<file path="src/rtl/spi_dbuf_pkg.sv">
package spi_dbuf_pkg;
  // Shift engine phases: idle, sck high awaiting fall, sck low awaiting rise.
  typedef enum logic [1:0] {
    ENG_IDLE = 2'd0,
    ENG_HIGH = 2'd1,
    ENG_LOW  = 2'd2
  } eng_state_t;
endpackage

</file>
<file path="src/rtl/spi_dbuf_tick.sv">
module spi_dbuf_tick #(
  parameter int DIV_W = 4
) (
  input  logic             clk,
  input  logic             rst,
  input  logic             run,
  input  logic [DIV_W-1:0] half_div,
  output logic             tick
);
  logic [DIV_W-1:0] cnt_q;

  always_ff @(posedge clk) begin
    if (rst || !run) cnt_q <= '0;
    else if (cnt_q == half_div) cnt_q <= '0;
    else cnt_q <= cnt_q + 1'b1;
  end

  assign tick = run && (cnt_q == half_div);

  // With a half-period above one cycle, ticks never come back to back.
  assert_tick_spacing_R8: assert property (@(posedge clk) disable iff (rst)
    (tick && half_div != '0) |=> (!tick || !$stable(half_div)));
endmodule

</file>
<file path="src/rtl/spi_dbuf_txbuf.sv">
module spi_dbuf_txbuf #(
  parameter int DATA_W = 8
) (
  input  logic              clk,
  input  logic              rst,
  input  logic              wr_en,
  input  logic [DATA_W-1:0] wr_data,
  input  logic              pop,
  output logic [DATA_W-1:0] hold_data,
  output logic              hold_full
);
  always_ff @(posedge clk) begin
    if (rst) begin
      hold_data <= '0;
      hold_full <= 1'b0;
    end else if (wr_en) begin
      hold_data <= wr_data;
      hold_full <= 1'b1;
    end else if (pop) begin
      hold_full <= 1'b0;
    end
  end

  assert_txe_clear_on_write_R3: assert property (@(posedge clk) disable iff (rst)
    wr_en |=> hold_full);
  assert_txe_set_on_load_R3: assert property (@(posedge clk) disable iff (rst)
    (pop && !wr_en) |=> !hold_full);
endmodule

</file>
<file path="src/rtl/spi_dbuf_rxbuf.sv">
module spi_dbuf_rxbuf #(
  parameter int DATA_W = 8
) (
  input  logic              clk,
  input  logic              rst,
  input  logic              done,
  input  logic [DATA_W-1:0] byte_in,
  input  logic              rd_en,
  output logic [DATA_W-1:0] rd_data,
  output logic              rxne,
  output logic              ovr
);
  always_ff @(posedge clk) begin
    if (rst) begin
      rd_data <= '0;
      rxne    <= 1'b0;
      ovr     <= 1'b0;
    end else if (done) begin
      rd_data <= byte_in;
      rxne    <= 1'b1;
      if (rxne && !rd_en) ovr <= 1'b1;
    end else if (rd_en) begin
      rxne <= 1'b0;
    end
  end

  assert_rxne_set_R5: assert property (@(posedge clk) disable iff (rst)
    done |=> rxne);
  assert_rxne_clear_R5: assert property (@(posedge clk) disable iff (rst)
    (rd_en && !done) |=> !rxne);
  assert_ovr_raise_R7: assert property (@(posedge clk) disable iff (rst)
    (done && rxne && !rd_en) |=> ovr);
  assert_ovr_sticky_R7: assert property (@(posedge clk) disable iff (rst)
    ovr |=> ovr);
endmodule

</file>
<file path="src/rtl/spi_dbuf_engine.sv">
module spi_dbuf_engine
  import spi_dbuf_pkg::*;
#(
  parameter int DATA_W = 8
) (
  input  logic              clk,
  input  logic              rst,
  input  logic              en,
  input  logic              tick,
  input  logic              hold_full,
  input  logic [DATA_W-1:0] hold_data,
  input  logic              miso,
  output logic              pop,
  output logic              done,
  output logic [DATA_W-1:0] rx_byte,
  output logic              sck,
  output logic              mosi,
  output logic              busy
);
  localparam int CNT_W = (DATA_W > 2) ? $clog2(DATA_W) : 1;
  localparam logic [CNT_W-1:0] LAST_BIT = CNT_W'(DATA_W - 1);

  eng_state_t        state_q;
  logic [DATA_W-1:0] shreg_q;
  logic [CNT_W-1:0]  bitc_q;
  logic              start_ok;
  logic              last_rise;

  assign start_ok  = hold_full && en;
  assign last_rise = (state_q == ENG_LOW) && tick && (bitc_q == LAST_BIT);
  assign pop       = ((state_q == ENG_IDLE) || last_rise) && start_ok;
  assign done      = last_rise;
  assign rx_byte   = {shreg_q[DATA_W-2:0], miso};

  always_ff @(posedge clk) begin
    if (rst) begin
      state_q <= ENG_IDLE;
      shreg_q <= '0;
      bitc_q  <= '0;
      sck     <= 1'b1;
      mosi    <= 1'b1;
      busy    <= 1'b0;
    end else begin
      case (state_q)
        ENG_IDLE: begin
          if (start_ok) begin
            shreg_q <= hold_data;
            bitc_q  <= '0;
            busy    <= 1'b1;
            state_q <= ENG_HIGH;
          end
        end
        ENG_HIGH: begin
          if (tick) begin
            sck     <= 1'b0;
            mosi    <= shreg_q[DATA_W-1];
            state_q <= ENG_LOW;
          end
        end
        ENG_LOW: begin
          if (tick) begin
            sck <= 1'b1;
            if (bitc_q == LAST_BIT) begin
              bitc_q <= '0;
              if (start_ok) begin
                shreg_q <= hold_data;
                state_q <= ENG_HIGH;
              end else begin
                shreg_q <= rx_byte;
                busy    <= 1'b0;
                state_q <= ENG_IDLE;
              end
            end else begin
              shreg_q <= rx_byte;
              bitc_q  <= bitc_q + 1'b1;
              state_q <= ENG_HIGH;
            end
          end
        end
        default: state_q <= ENG_IDLE;
      endcase
    end
  end

  assert_idle_sck_high_R2: assert property (@(posedge clk) disable iff (rst)
    !busy |-> sck);
  assert_sck_moves_on_tick_R8: assert property (@(posedge clk) disable iff (rst)
    !tick |=> $stable(sck));
  assert_busy_held_R4: assert property (@(posedge clk) disable iff (rst)
    (busy && !done) |=> busy);
  assert_busy_chain_R4: assert property (@(posedge clk) disable iff (rst)
    (done && hold_full && en) |=> busy);
  assert_no_start_disabled_R9: assert property (@(posedge clk) disable iff (rst)
    (!busy && !en) |=> !busy);
endmodule

</file>
<file path="src/rtl/spi_dbuf_master.sv">
module spi_dbuf_master #(
  parameter int DATA_W = 8,
  parameter int DIV_W  = 4
) (
  input  logic              clk,
  input  logic              rst,
  input  logic              en,
  input  logic [DIV_W-1:0]  half_div,
  input  logic              wr_en,
  input  logic [DATA_W-1:0] wr_data,
  input  logic              rd_en,
  output logic [DATA_W-1:0] rd_data,
  output logic              txe,
  output logic              rxne,
  output logic              bsy,
  output logic              ovr,
  output logic              sck,
  output logic              mosi,
  input  logic              miso
);
  logic              tick;
  logic              pop;
  logic              done;
  logic              hold_full;
  logic [DATA_W-1:0] hold_data;
  logic [DATA_W-1:0] rx_byte;

  spi_dbuf_tick #(.DIV_W(DIV_W)) tick_i (
    .clk(clk), .rst(rst), .run(bsy), .half_div(half_div), .tick(tick)
  );

  spi_dbuf_txbuf #(.DATA_W(DATA_W)) txbuf_i (
    .clk(clk), .rst(rst), .wr_en(wr_en), .wr_data(wr_data), .pop(pop),
    .hold_data(hold_data), .hold_full(hold_full)
  );

  spi_dbuf_engine #(.DATA_W(DATA_W)) engine_i (
    .clk(clk), .rst(rst), .en(en), .tick(tick), .hold_full(hold_full),
    .hold_data(hold_data), .miso(miso), .pop(pop), .done(done),
    .rx_byte(rx_byte), .sck(sck), .mosi(mosi), .busy(bsy)
  );

  spi_dbuf_rxbuf #(.DATA_W(DATA_W)) rxbuf_i (
    .clk(clk), .rst(rst), .done(done), .byte_in(rx_byte), .rd_en(rd_en),
    .rd_data(rd_data), .rxne(rxne), .ovr(ovr)
  );

  assign txe = !hold_full;
endmodule

</file>
<file path="config.mk">
export PLATFORM = sky130hd
export DESIGN_NAME = spi_dbuf_master
export DESIGN_NICKNAME = d
export VERILOG_FILES = /design/src/rtl/spi_dbuf_pkg.sv /design/src/rtl/spi_dbuf_tick.sv /design/src/rtl/spi_dbuf_txbuf.sv /design/src/rtl/spi_dbuf_rxbuf.sv /design/src/rtl/spi_dbuf_engine.sv /design/src/rtl/spi_dbuf_master.sv
export SDC_FILE = /design/constraint.sdc
export NUM_CORES = 1
export LEC_CHECK = 0
export ABC_CLOCK_PERIOD_IN_PS = 3100
export BUFFER_PORTS_ARGS = -buffer_cell sky130_fd_sc_hd__buf_2
export CORE_MARGIN = 1.5
export CORE_UTILIZATION = 50
export DETAILED_ROUTE_END_ITERATION = 12
export GPL_ROUTABILITY_DRIVEN = 1
export PLACE_DENSITY = 0.81
export SYNTH_ARGS = -nofsm -noshare
export SYNTH_HDL_FRONTEND = slang
export SYNTH_HIERARCHICAL = 1
export SYNTH_SLANG_ARGS = --single-unit
</file>
<file path="constraint.sdc">
create_clock -name clk -period 3.1 [get_ports clk]
set_input_delay 0.31 -clock clk [delete_from_list [all_inputs] [get_ports clk]]
set_output_delay 0.31 -clock clk [all_outputs]
set_load 0.01 [all_outputs]
</file>
==> metrics.md <==
| Metric | Value |
|---|---|
| Total track usage | `0.1760` |
| CP Cell Sequence | `xor2_1 > nor4_4 > and2_1 > nand2_1 > nor2_1 > buf_4 > mux2i_1 > nor2_1` |
| Syn. warnings | `6` |
| Top cells by area, synth | `dfxtp_1 43%, mux2i_1 9.3%, nor2_1 3.7%` |
| IO buf count | `31` |
| CTS tree | `built` |
| Peak VDD IR | `approximately 0.34 mV` |
| Effective utilization at floorplan | `0.5348` |
| Fmax | `about 0.46 GHz` |
| Register area share after synthesis | `0.4274` |
| Total gr overflow | `0` |
| Final TNS setup | `0 ps` |
| Status | `complete, no violations` |
| DRC violations left | `0` |
| # setup viols final | `0` |
| Crit end category | `register` |
| CP max stage cell | `nor4_4` |
| DRT Wirelength | `~3.3 mm` |
| Total nets after synthesis | `210` |
| Post-CTS setup buffer count | `0` |
| Rows | `21` |
| Crit path kind | `register to register` |
| Min Tclk post-route | `2159 ps` |
| TritonCTS buffer count | `5` |
| Vias in the first global route | `about 1200` |
| Final Skew | `about 4.6 ps` |
| WL/cell | `~13 um` |
| Fin. max-slew vios | `0` |
| DPL Wire Length | `between 2 and 2.5 mm` |
| Ys flop type | `dfxtp_1` |
| Critical Path AT | `between 2000 and 2500 ps` |
| Worst skew pair latency | `between 300 and 400 ps` |
| CP most frequent cell | `nor2_1` |
| Die Ht | `63.45 um` |
| Post-synth EDFFs | `0` |
| DR iter-0 viols | `44` |
| CP peak stage delay | `370 ps` |
| Period Utilization, post-route | `0.6965` |
| TritonRoute pass-1 iters | `4` |
| CTS root buffer | `clkbuf_4` |
| Top cell type's share of synthesized area | `0.4274` |
| Post-CTS Hold Fix Bufs | `0` |
| Hold Crit Class | `input pin to register` |
| CORE AREA | `around 0.0034 mm2` |
| Synth Cell Area | `roughly 0.0018 mm2` |
| Syn Inst Count | `188` |
| Share of cells above drive strength 1 | `0.2201` |
| Initial antenna violation count | `0` |
| Via density | `approximately 5.4` |
| Static Leakage | `0.0007951 uW` |
| Die area | `about 0.0040 mm2` |
| FILL cells | `~320` |
| CP delay by family, top | `simple AND/OR/NAND/NOR gates` |
| Final hold viol count | `0` |
| Slew headroom | `0.5791` |
| Top Ports | `32` |
| Async set or reset register ratio after synthesis | `0` |
| Leading area contributor after synthesis | `dfxtp_1` |
| Post-CTS sizing | `0` |
| RSZ-0062 raised after global routing | `false` |
| Antenna Nets Post-Route | `0` |
| Final GP Congestion | `0.7579` |
| Pwr dens | `approximately 450 mW/mm2` |
| First-pass GRT wire length | `roughly 5.6 mm` |
| Largest net degree at the start of global routing | `38` |
| Die W | `between 60 and 70 um` |
| Cells after DPL | `~250` |
| Nets | `between 200 and 250` |
| Syn-to-layout area delta | `9.110%` |
| Clk sinks | `39` |
| Antenna diode count | `0` |
| Fin cells | `between 200 and 300` |
| Via count | `approximately 1400` |
| Final core occ | `0.5835` |
| Max Buffers Root-to-Sink | `2` |
| Worst-path maximum fanout | `9` |
| Max Cap Viol | `0` |
| Critical path data required time | `3330 ps` |
| Least-Margin Pin Slew | `631.4 ps` |
| Unique cell type count in the Yosys netlist | `40` |
| H-tree depth | `2` |
| Syn avg cell area | `9.717 um2` |
| Reg clk slew, reported paths | `110 ps` |
| Critical Path Source Type | `register` |
| CP Buf/Inv Count | `1` |
| #FFs+latches synth | `39` |
[flip-flops by register name, indices dropped and copies added, names as in the netlist]
name / count
tick_i/cnt_q: 4
engine_i/sck: 1
engine_i/shreg_q: 8
engine_i/bitc_q: 3
engine_i/mosi: 1
rxbuf_i/rxne: 1
engine_i/busy: 1
engine_i/state_q: 2
rxbuf_i/rd_data: 8
txbuf_i/hold_data: 8
rxbuf_i/ovr: 1
txbuf_i/hold_full: 1
[path summary, 6_finish.rpt]
kind / from / to / slack, ps / cells past startpoint
worst max register to register: tick_i/cnt_q[0]$_SDFF_PP0_ / rxbuf_i/rd_data[5]$_SDFFE_PP0P_ / 940 / 8
worst min-delay path: wr_data[2] / txbuf_i/hold_data[2]$_SDFFE_PP0P_ / 180 / 3
worst min register to register: rxbuf_i/ovr$_SDFFE_PP0P_ / rxbuf_i/ovr$_SDFFE_PP0P_ / 480 / 2
worst max-delay path: tick_i/cnt_q[0]$_SDFF_PP0_ / rxbuf_i/rd_data[5]$_SDFFE_PP0P_ / 940 / 8
[worst register-to-register path, cell delays in order, from the launching register on]
cell and delay, ps:
dfxtp_1 360, xor2_1 190, nor4_4 370, and2_1 350, nand2_1 150, nor2_1 120, buf_4 220, mux2i_1 220
nor2_1 50
[power breakdown]
group	internal, uW	switching (uW)	leakage (uW)
clock	132	166	0.0000375
combinational	34.2	34.9	0.000440
sequential	517	14.8	0.000318
total	684	215	0.000795
[cell type report]
type	count	area (um2)	area share
Multi-Input combinational cell	126	900.9	0.4520
Sequential cell	39	780.7	0.3917
Timing Repair Buffer	33	170.2	0.08537
Clock buffer	7	65.06	0.03264
Tap cell	46	57.56	0.02888
Inverter	3	11.26	0.005650
Clock inverter	1	7.507	0.003766
[cells in the mapped netlist (2+ instances only)]
| library cell | count |
|---|---|
| dfxtp_1 | 39 |
| nor2_1 | 18 |
| mux2i_1 | 17 |
| nor3_1 | 11 |
| nand2b_1 | 9 |
| a21oi_1 | 8 |
| buf_4 | 8 |
| o21ai_0 | 8 |
| a311oi_1 | 7 |
| or3b_1 | 6 |
| xor2_1 | 5 |
| buf_2 | 4 |
| clkbuf_1 | 4 |
| ha_1 | 4 |
| nand3_1 | 4 |
| a211oi_1 | 3 |
| buf_6 | 3 |
| nand2_1 | 3 |
| and2_1 | 2 |
| inv_1 | 2 |
| nand3b_1 | 2 |
| nor2b_1 | 2 |
| nor4bb_1 | 2 |
[stage by stage]
| step | setup WS [ps] | hold WS (ps) | area, um2 | power, uW |
|---|---|---|---|---|
| 6_report | 940.9 | 182.8 | 1993 | 899.1 |
| 5_1_grt | 775.1 | 175.5 | 1993 | 944.4 |
| 4_1_cts | 949.0 | 174.5 | 1993 | 905.9 |
| 3_5_place_dp | 861.1 | 460.2 | 1921 | 612.1 |
| 3_3_place_gp | 944.5 | 448.4 | 1921 | 610.1 |
| 2_1_floorplan | 1187 | 382.1 | 1827 | 595.6 |
[cell families (layout without fill, tap and decap cells)]
family / Yosys count / count (layout) / share of synthesized area
AND/OR/NAND/NOR: 66 / 66 / 0.2192
flip-flops: 39 / 39 / 0.4274
AO/OA/AOI/OAI: 33 / 33 / 0.1247
buffers and inverters: 23 / 44 / 0.07945
multiplexers: 17 / 17 / 0.09315
XOR/XNOR: 6 / 6 / 0.02877
adder cells (fa/ha/maj): 4 / 4 / 0.02740
[per-layer routing]
metal  vias to the layer above  GRT usage  part of all wire
li1                        707          -                 -
met1                       626     0.2506              0.52
met2                        34     0.2447              0.42
met3                         6    0.05357             0.050
met4                         0    0.07337             0.017
met5                         -          0                 0
[placed cells by master, fill, tap and decap left out, types with 2 or more instances in the layout]
master,count
nor3_1,11
o21ai_0,8
buf_4,2
xor2_1,5
nor4bb_1,2
nand2b_1,9
nand3_1,4
clkbuf_8,2
inv_1,2
a211oi_1,3
or3b_1,6
ha_1,4
clkbuf_4,5
buf_2,31
mux2i_1,17
nand2_1,3
a21oi_1,8
nor2_1,18
nor2b_1,2
and2_1,2
nand3b_1,2
a311oi_1,7
dfxtp_1,39
Note: power is estimated with default switching activity, not from simulation.
